`config.mk`:
```
export PLATFORM = sky130hd
export DESIGN_NAME = cpbus_handover
export DESIGN_NICKNAME = d
export VERILOG_FILES = /design/src/rtl/cpbus_pkg.sv /design/src/rtl/cpbus_ctl_decode.sv /design/src/rtl/cpbus_own_state.sv /design/src/rtl/cpbus_irq_latch.sv /design/src/rtl/cpbus_enables.sv /design/src/rtl/cpbus_handover.sv
export SDC_FILE = /design/constraint.sdc
export NUM_CORES = 1
export LEC_CHECK = 0
export ABC_AREA = 0
export BUFFER_PORTS_ARGS = -buffer_cell sky130_fd_sc_hd__clkbuf_2
export CAP_MARGIN = 10
export CORE_MARGIN = 2
export CORE_UTILIZATION = 29
export CTS_CLUSTER_SIZE = 16
export DETAILED_ROUTE_END_ITERATION = 8
export PLACE_DENSITY_LB_ADDON = 0.08
export SYNTH_ARGS = -nofsm -noshare
export SYNTH_HDL_FRONTEND = slang
export SYNTH_HIERARCHICAL = 1
export SYNTH_SLANG_ARGS = --single-unit
```
`constraint.sdc`:
```
create_clock -name clk -period 1.1 [get_ports clk]
set_input_delay 0.055 -clock clk [delete_from_list [all_inputs] [get_ports clk]]
set_output_delay 0.055 -clock clk [all_outputs]
set_load 0.03 [all_outputs]
```
`src/rtl/cpbus_pkg.sv`:
```
package cpbus_pkg;

  typedef enum logic [1:0] {
    ACT_NONE = 2'd0,
    ACT_TAKE = 2'd1,
    ACT_DROP = 2'd2
  } ctl_act_t;

  // Request bit low wins over release bit low.
  function automatic ctl_act_t classify(input logic hit, input logic req_bit,
                                        input logic rel_bit);
    if (!hit)          return ACT_NONE;
    else if (!req_bit) return ACT_TAKE;
    else if (!rel_bit) return ACT_DROP;
    else               return ACT_NONE;
  endfunction

  function automatic logic sysio_term(input logic bank_all_ones, input logic busen);
    return !bank_all_ones && busen;
  endfunction

endpackage

```
`src/rtl/cpbus_ctl_decode.sv`:
```
module cpbus_ctl_decode
  import cpbus_pkg::*;
#(
  parameter int DATA_W  = 8,
  parameter int REQ_BIT = 0,
  parameter int REL_BIT = 6
) (
  input  logic              wr,
  input  logic              sel,
  input  logic [DATA_W-1:0] wdata,
  output logic              hit,
  output ctl_act_t          act
);
  always_comb begin
    hit = wr && sel;
    act = classify(hit, wdata[REQ_BIT], wdata[REL_BIT]);
  end
endmodule

```
`src/rtl/cpbus_own_state.sv`:
```
module cpbus_own_state
  import cpbus_pkg::*;
(
  input  logic     clk,
  input  logic     rst_n,
  input  ctl_act_t act,
  input  logic     host_wr,
  input  logic     host_dram,
  output logic     busy_q,
  output logic     busen_q,
  output logic     dramon_q,
  output logic     track_ev
);
  logic dram_next;

  always_comb begin
    dram_next = host_wr ? host_dram : dramon_q;
    track_ev  = host_wr && busy_q && (act == ACT_NONE);
  end

  always_ff @(posedge clk or negedge rst_n) begin
    if (!rst_n) begin
      busy_q   <= 1'b1;
      busen_q  <= 1'b1;
      dramon_q <= 1'b1;
    end else begin
      dramon_q <= dram_next;
      case (act)
        ACT_TAKE: begin
          busy_q  <= 1'b1;
          busen_q <= dram_next;
        end
        ACT_DROP: begin
          busy_q  <= 1'b0;
          busen_q <= 1'b0;
        end
        default: begin
          if (track_ev) busen_q <= host_dram;
        end
      endcase
    end
  end
endmodule

```
`src/rtl/cpbus_irq_latch.sv`:
```
module cpbus_irq_latch (
  input  logic clk,
  input  logic rst_n,
  input  logic hit,
  input  logic rel_bit,
  input  logic aux_bit,
  output logic irq_rel,
  output logic irq_aux
);
  logic rel_q;
  logic aux_q;

  always_ff @(posedge clk or negedge rst_n) begin
    if (!rst_n) begin
      rel_q <= 1'b1;
      aux_q <= 1'b0;
    end else if (hit) begin
      rel_q <= rel_bit;
      aux_q <= aux_bit;
    end
  end

  assign irq_rel = ~rel_q;
  assign irq_aux = aux_q;
endmodule

```
`src/rtl/cpbus_enables.sv`:
```
module cpbus_enables
  import cpbus_pkg::*;
#(
  parameter int BANK_W = 4,
  parameter int PASS_W = 5,
  parameter int DATA_W = 8
) (
  input  logic [BANK_W-1:0] bank_sel,
  input  logic [PASS_W-1:0] pass_in,
  input  logic              busen,
  output logic              sysio_en,
  output logic              dram_en,
  output logic [DATA_W-1:0] stat
);
  localparam int FILL_LO = PASS_W + 1;

  assign sysio_en = sysio_term(&bank_sel, busen);
  assign dram_en  = ~sysio_en;

  assign stat[0]        = ~busen;
  assign stat[PASS_W:1] = pass_in;

  for (genvar i = FILL_LO; i < DATA_W; i++) begin : g_fill
    assign stat[i] = 1'b1;
  end
endmodule

```
`src/rtl/cpbus_handover.sv`:
```
module cpbus_handover
  import cpbus_pkg::*;
#(
  parameter int DATA_W     = 8,
  parameter int BANK_W     = 4,
  parameter int PASS_W     = 5,
  parameter int REQ_BIT    = 0,
  parameter int REL_BIT    = 6,
  parameter int AUX_BIT    = 7,
  parameter int DRAMON_BIT = 4
) (
  input  logic              clk,
  input  logic              rst_n,
  input  logic              ctl_wr,
  input  logic              ctl_sel,
  input  logic [DATA_W-1:0] ctl_wdata,
  input  logic              host_wr,
  input  logic [DATA_W-1:0] host_wdata,
  input  logic [BANK_W-1:0] bank_sel,
  input  logic [PASS_W-1:0] pass_in,
  output logic [DATA_W-1:0] stat_rdata,
  output logic              sysio_en,
  output logic              dram_en,
  output logic              irq_rel,
  output logic              irq_aux
);
  ctl_act_t act;
  logic     ctl_hit;
  logic     busy_q;
  logic     busen_q;
  logic     dramon_q;
  logic     track_ev;
  logic     unused_bits;

  assign unused_bits = ^{ctl_wdata, host_wdata};

  cpbus_ctl_decode #(.DATA_W(DATA_W), .REQ_BIT(REQ_BIT), .REL_BIT(REL_BIT)) u_dec (
    .wr(ctl_wr), .sel(ctl_sel), .wdata(ctl_wdata), .hit(ctl_hit), .act(act)
  );

  cpbus_own_state u_state (
    .clk(clk), .rst_n(rst_n), .act(act), .host_wr(host_wr),
    .host_dram(host_wdata[DRAMON_BIT]), .busy_q(busy_q), .busen_q(busen_q),
    .dramon_q(dramon_q), .track_ev(track_ev)
  );

  cpbus_irq_latch u_irq (
    .clk(clk), .rst_n(rst_n), .hit(ctl_hit), .rel_bit(ctl_wdata[REL_BIT]),
    .aux_bit(ctl_wdata[AUX_BIT]), .irq_rel(irq_rel), .irq_aux(irq_aux)
  );

  cpbus_enables #(.BANK_W(BANK_W), .PASS_W(PASS_W), .DATA_W(DATA_W)) u_en (
    .bank_sel(bank_sel), .pass_in(pass_in), .busen(busen_q),
    .sysio_en(sysio_en), .dram_en(dram_en), .stat(stat_rdata)
  );
endmodule

```
* Yosys cells after proc, flatten, opt, wreduce, memory -nomap -nowiden *
Cells that the tools add are included.

storage, ports and cells
  register bits after elaboration = 5
  input bits = 30
  output and inout port bits = 12
  logic and storage cells = 26

operators by class
  equality and inequality tests = 2
  mux-type cells = 7
  bitwise operators = 3
  reductions and logical operators = 9

operators by type and width
  kind                                                              count
  2-bit 2-to-1 mux                                                  3
  1-bit logical AND                                                 4
  1-bit one-hot mux with 2 select lines                             2
  4-bit AND reduction                                               1
  1-bit inverter                                                    3
  3-bit nonzero test                                                1
  2-bit by 1-bit == test with 1-bit output (second input constant)  1
  2-bit == test (second input constant)                             1
  2-bit zero test                                                   1
  1-bit 2-to-1 mux                                                  2
  2-bit nonzero test                                                1
  1-bit zero test                                                   1

* Longest topological paths before layout *
Gate-level depths: netlist of run 1.

  word-level depth = 7
  mapped depth = 6
  mapped depth without buffers = 6

* Cells and area by module *
Netlist of run 1, hierarchy kept.

modules (own cells, without submodules)
  module            times used  cells an instance  area an instance (um2)  seq. area each (um2)
  cpbus_own_state   1           18                 205.2                   78.8
  cpbus_irq_latch   1           5                  77.6                    51.3
  cpbus_enables     1           12                 76.3                    0.0
  cpbus_ctl_decode  1           3                  27.5                    0.0

* Worst setup path after synthesis of run 1 *
No wires, ideal clock.

  path kind = input to register
  start point = in ctl_wdata[6]
  end point = reg u_state.busen_q
  library setup time = 0.082 ns
  arrival = 1.146 ns
  path slack = -0.129 ns
  stages = 6
  path through = and4b_1 -> inv_1 -> ha_1 -> a21boi_0 -> o21ai_0 -> mux2_4

on the way
  cells in the longest elaborated chain, start to end = 6

RTL lines
  what                          line                   text
  from (decl)                   cpbus_handover.sv:16   input logic [DATA_W-1:0] ctl_wdata,
  2-bit 2-to-1 mux *            cpbus_pkg.sv:14        else if (!rel_bit) return ACT_DROP;
  2-bit 2-to-1 mux *            cpbus_pkg.sv:13        else if (!req_bit) return ACT_TAKE;
  2-bit 2-to-1 mux *            cpbus_pkg.sv:12        if (!hit) return ACT_NONE;
  2-bit zero test               cpbus_own_state.sv:18  track_ev = host_wr && busy_q && (act == ACT_NONE);
  1-bit logical AND             cpbus_own_state.sv:18
  3-bit nonzero test (no line)  n/a
  to (signal assigned)          cpbus_own_state.sv:31  busen_q <= dram_next;
  to (signal assigned)          cpbus_own_state.sv:38  if (track_ev) busen_q <= host_dram;
  to (decl)                     cpbus_own_state.sv:10  output logic busen_q,

Every way passes the cells marked *; elsewhere a longest branch is shown, timed or not.
A chain may end at the register's enable or synchronous reset.

* Final worst setup path of run 1 *
  start point = reg u_state.busen_q
  end point = out sysio_en

on the way
  cells in the longest elaborated chain, start to end = 1

RTL lines
  what               line                  text
  1-bit logical AND  cpbus_pkg.sv:19       return !bank_all_ones && busen;
  to (decl)          cpbus_handover.sv:22  output logic sysio_en,

Every way passes these cells.

==> metrics.txt, run 1 <==
Yosys cell types 21; Placed Area 465 sq um; Post-Synth XOR/XNOR Area 0%; Top-Level Pins 42; number of remaining DRC errors 0; largest family of logic cells by synthesized area simple AND/OR/NAND/NOR gates; first-pass GRT wire length 1110 um; top post-synthesis cells by area dfstp_2 (27%), buf_4 (14%), ha_1 (9.7%), mux2_2 (8.7%), dfrtp_1 (6.5%); clk root buf clkbuf_4; row count 13; initial core utilization 30.5%; Via density 4.55; leakage power 0.268 nW; Compound-Gate Fraction of Synth Area 4.53%; Max Cap Violations 0; status completed; remaining antenna violation count 0; reg-to-reg setup timing slack 0.01 ns; Reg clk slew, reported paths 0.05 ns; Reg-to-Reg End u_state/busen_q; FF-to-FF path depth 3; Clock Path Buffers 2; placed cells 65; Worst Hold Class primary input to register; die height 40.5 um; fmax 913 MHz; gr ovfl total 0; PortBufs 17; drt pass-1 iters 2; R2R Path Start u_state/busy_q; Core Util, Final 41.4%; final worst path period share 99.6%; #FFs+latches synth 5; core area 0.00127 sq mm; Async SR Flop Fraction 100%; H-tree depth 1; share of layout cells above drive strength 1 69.6%; minimum clock period 1.10 ns; Worst-Skew Late Latency 0.24 ns; initial antenna violation count 0; share of the synthesized area in the top cell type 27.2%; Vias 323; gpl congestion 0.693; vias in the first global route 298; pwr dens 1350 mW/mm^2; EDFF count, synth 0; syn avg cell area 10.2 sq um; most frequent cell after synthesis buf_4; die area 0.00164 sq mm; hpwl dp 664 um; fin area 526 sq um; Hold Path Depth 2; unrepaired setup endpoints after global routing true; Synth Flop Type dfstp_2; CP Capture Type output pin; startpoint types register; Setup CP Type register to output pin; Yosys warning total 6; non-filler cells, final 71; VDD IR max 585 uV; antenna cells 0; cell taking the most area after synthesis dfstp_2; sequential share of the synthesized area 33.7%; Final setup viols 0; Synth Area in Simple Gates 20.1%; worst hold start ctl_wdata[7]; layout net count 90; final WL 714 um; CTS tree done; mux share of post-synthesis cell area 12.6%; CTS buffer count 3; total track usage 11.3%; Commonest cells post-synth buf_4 (7), inv_1 (5), dfstp_2 (4), ha_1 (3), mux2_2 (3); Critical Path AT 1.04 ns; Initial DRC Count 1; Hold EP u_irq/irq_aux; Max Clock Skew 0.00354 ns; synthesized area 387 sq um; area growth from synthesis to layout 35.9%; largest net degree at the start of global routing 6; routed length per placed instance 10.1 um; clock sink total 5; Synth Instances 38; Filler Cell Count 140; Die Wd 40.5 um; max-slew violations 0; Worst EP required 1.04 ns; Post-Synth Adder-Cell Area 9.71%; final hold vios 0; CP Max Fanout 4
repair_timing:
action	4_1_cts	5_1_grt
pin swaps	1	0
hold buffers	1	0
gates resized for setup	3	5
cloned	0	0
setup buffers	1	0
endpoints found under the setup margin	2	4
hold endpoints to repair	5	0
flip-flops by register name, summed over array words and instances (netlist names):
name              cells
u_irq/irq_aux         1
u_irq/rel_q           1
u_state/busen_q       1
u_state/busy_q        1
u_state/dramon_q      1
placed cells by master, fill, tap and decap left out, drive strengths merged:
cell          n
dfstp         4
nor3          1
clkbuf       17
ha            3
clkinv        1
dlygate4sd3   1
a21boi        1
dfrtp         1
conb          2
and4b         1
buf           5
inv           5
and3b         1
and2          2
nand4b        1
and3          1
nand2         1
nand4         1
nor2          1
o21ai         1
a21oi         1
mux2          4
area by class of cell:
type / count / area, sq um / area share [%]
multi-input combinational: 22 / 208 / 39.5
tap: 15 / 18.8 / 3.57
clock inverter: 1 / 5.00 / 0.952
timing repair buffer: 20 / 123 / 23.3
sequential: 5 / 130 / 24.8
inverter: 5 / 18.8 / 3.57
clock buffer: 3 / 22.5 / 4.29
per-stage QoR:
| stage | power, mW | hold WS, ns | setup TNS (ns) | setup WS [ns] |
|---|---|---|---|---|
| 6_report | 0.709 | 0.0499 | 0 | 0.00422 |
| 5_1_grt | 0.761 | 0.0520 | -0.0766 | -0.0489 |
| 4_1_cts | 0.714 | 0.0446 | -0.0252 | -0.0237 |
| 3_5_place_dp | 0.463 | -0.122 | -0.221 | -0.221 |
| 3_3_place_gp | 0.460 | -0.123 | -0.208 | -0.208 |
| 2_1_floorplan | 0.430 | -0.241 | -0.0705 | -0.0705 |
metal layers:
layer | track usage (%) | wire length (um)
met2 | 20.6 | 384
met1 | 8.70 | 217
met3 | 8.33 | 105
met4 | 5.00 | 6
met5 | 0 | 0
cell families after synthesis:
kind of cell,after synthesis
AOI/OAI and AO/OA,3
DFF,5
muxes,4
buffers and inverters,12
other,1
and+or+nand+nor,10
adders and majority gates,3
report_power, final:
group | leakage (nW) | total [mW] | switching, mW | internal, mW
sequential | 0.0538 | 0.238 | 0.0152 | 0.223
clock | 0.0177 | 0.210 | 0.0786 | 0.132
combinational | 0.196 | 0.260 | 0.136 | 0.124
total | 0.268 | 0.709 | 0.229 | 0.479
worst max-delay path by stage:
| stage | startpoint | to | slack [ns] |
|---|---|---|---|
| finish | u_state/busen_q | sysio_en | 0.004 |
| CTS | u_state/busen_q | sysio_en | -0.02 |
| global placement | ctl_wdata[6] | u_state/busen_q | -0.21 |
| global route | u_state/busen_q | sysio_en | -0.05 |
| detailed placement | ctl_wdata[6] | u_state/busen_q | -0.22 |
| floorplan | ctl_wdata[6] | u_state/busen_q | -0.07 |
worst max-delay path, cell delays in order, from the launching register on:
cell     delay, ns
dfstp_2       0.54
and2_4        0.14
buf_8         0.11
Note: power is estimated with default switching activity, not from simulation.
==> inputs of run 2 (changes only) <==
CORE_AREA = 5 5 42 44   (was default)
CORE_MARGIN = default   (was 2)
CORE_UTILIZATION = default   (was 29)
DIE_AREA = 0 0 47 49   (was default)
clock period = 1.4 ns   (was 1.1 ns; I/O delays follow)
==> run 2 against run 1 <==
Against the previous run: largest cell class unchanged; first-iteration DRC count grew to 4.0 times the previous value; wire length is 16% higher; non-clock buffer count is 2 lower; highest routed layer unchanged; count of clock-buffer cells in the layout is 1 higher.
==> metrics.txt, run 2 (synthesis gave the netlist of run 1 again) <==
status completed; placed cells 65 (unchanged); reg-to-reg setup timing slack 0.30 ns (+0.29 ns); fmax 842 MHz; CTS tree done; slowest CP cell ha_1; die height 49 um (+21%); layout net count 88 (-2.2%); clk root buf clkbuf_4; worst hold start ctl_wdata[7]; max-slew violations 0 (unchanged); Worst EP required 1.56 ns (+0.52 ns); final WL 831 um (+16%); CP Max Fanout 4 (unchanged); core area 0.00140 sq mm (+10%); clock sink total 5 (unchanged); Max Clock Skew 0.000147 ns (-0.00339 ns); die area 0.00230 sq mm (+40%); gpl congestion 0.682 (-1.6%); pwr dens 1100 mW/mm^2 (-19%); share of layout cells above drive strength 1 59.3% (-10 points); Clock Path Buffers 2 (unchanged); non-filler cells, final 70 (-1.4%); Worst path depth 7 (+5); post-cts repair resize count 0 (-3); Largest stage delay, worst path 0.33 ns (-0.21 ns); Reg clk slew, reported paths 0.05 ns (about the same); Critical Path AT 1.35 ns (+0.31 ns); Via density 4.26 (-6.4%); CTS buffer count 3 (unchanged); final hold vios 0 (unchanged); cells along the critical path clkbuf_2, and4b_1, inv_1, ha_1, a21boi_0, o21ai_0, mux2_4; number of remaining DRC errors 0 (unchanged); Place WS -0.0295 ns (+0.191 ns); leakage power 0.247 nW (-8.0%); H-tree depth 1 (unchanged); remaining antenna violation count 0 (unchanged); Setup CP Type primary input to register; final worst path period share 84.8%; CTS Hold Buffers Added 1 (unchanged); first-pass GRT wire length 1190 um (+7.5%); CP Buf/Inv Count 2 (+1); Worst path top cell family by delay adder cells; minimum clock period 1.19 ns; Vias 298 (-7.7%); gr ovfl total 0 (unchanged); routed length per placed instance 11.9 um (+18%); Worst Hold Class primary input to register; initial core utilization 27.6% (-2.9 points); vias in the first global route 286 (-4.0%); Top-Level Pins 42 (unchanged); unrepaired setup endpoints after global routing false; R2R Path Start u_state/busy_q; initial antenna violation count 0 (unchanged); Initial DRC Count 4 (+3); CP Capture Type register; antenna cells 0 (unchanged); Hold Path Depth 2 (unchanged); crit path to u_state/busen_q; area growth from synthesis to layout 23.9%; Final Total Pwr 0.526 mW (-26%); startpoint types primary input; final worst slack 0.213 ns (+0.208 ns); Setup Buffers After CTS 0 (-1); PortBufs 17 (unchanged); VDD IR max 584 uV (-0.29%); Max Cap Violations 0 (unchanged); Die Wd 47 um (+16%); row count 14 (+1); total track usage 7.00% (-4.3 points); FF-to-FF path depth 3 (unchanged); CP startpoint ctl_wdata[6]; Reg-to-Reg End u_state/busen_q; largest net degree at the start of global routing 6 (unchanged); hpwl dp 747 um (+13%); most frequent cells in the layout clkbuf_2 (17), inv_1 (5), dfstp_2 (4); drt pass-1 iters 3 (+1); Final setup viols 0 (unchanged); commonest non-fill, non-tap cell in the layout clkbuf_2; Worst-Skew Late Latency 0.23 ns (about the same)
run 2: cell type report:
type / instances / area, sq um
Tap cell: 16 / 20.0
Multi-Input combinational cell: 22 / 189
Clock buffer: 4 / 26.3
Inverter: 5 / 18.8
Sequential cell: 5 / 130
Fill cell: 154 / 922
Timing Repair Buffer: 18 / 95.1
run 2: worst reg2reg max path, delay by kind of cell, from the launching register on:
kind / cells / cell delay (ns)
mux: 1 / 0.29
simple gates: 2 / 0.22
flops: 1 / 0.52
run 2: worst min path at each step:
stage / end / slack (ns)
2_1_floorplan: u_irq/irq_aux / -0.23
3_3_place_gp: u_irq/irq_aux / -0.1
3_5_place_dp: u_irq/irq_aux / -0.10
4_1_cts: u_irq/irq_aux / 0.06
5_1_grt: u_irq/irq_aux / 0.06
6_report: u_irq/irq_aux / 0.06
run 2: stage by stage:
step,hold slack (ns),util [%],setup TNS [ns],instance area (sq um)
after floorplan,-0.226,-,0,390
after global placement,-0.0991,31.6,0,443
after detailed placement,-0.100,31.6,-0.0295,443
after CTS,0.0604,34.2,0,479
after global routing,0.0602,34.2,0,479
final,0.0617,34.2,0,479
run 2: report_power, final:
group / internal [mW] / switching [mW] / total, mW / leakage, nW
sequential: 0.175 / 0.0114 / 0.187 / 0.0538
clock: 0.108 / 0.0616 / 0.170 / 0.0150
combinational: 0.0678 / 0.102 / 0.170 / 0.178
total: 0.351 / 0.175 / 0.526 / 0.247
run 2: per-layer routing:
layer / part of all wire, % / global-route usage, %
met1: 33 / 6.46
met2: 48 / 12.2
met3: 17 / 4.80
met4: 1.3 / 1.38
met5: 0 / 0
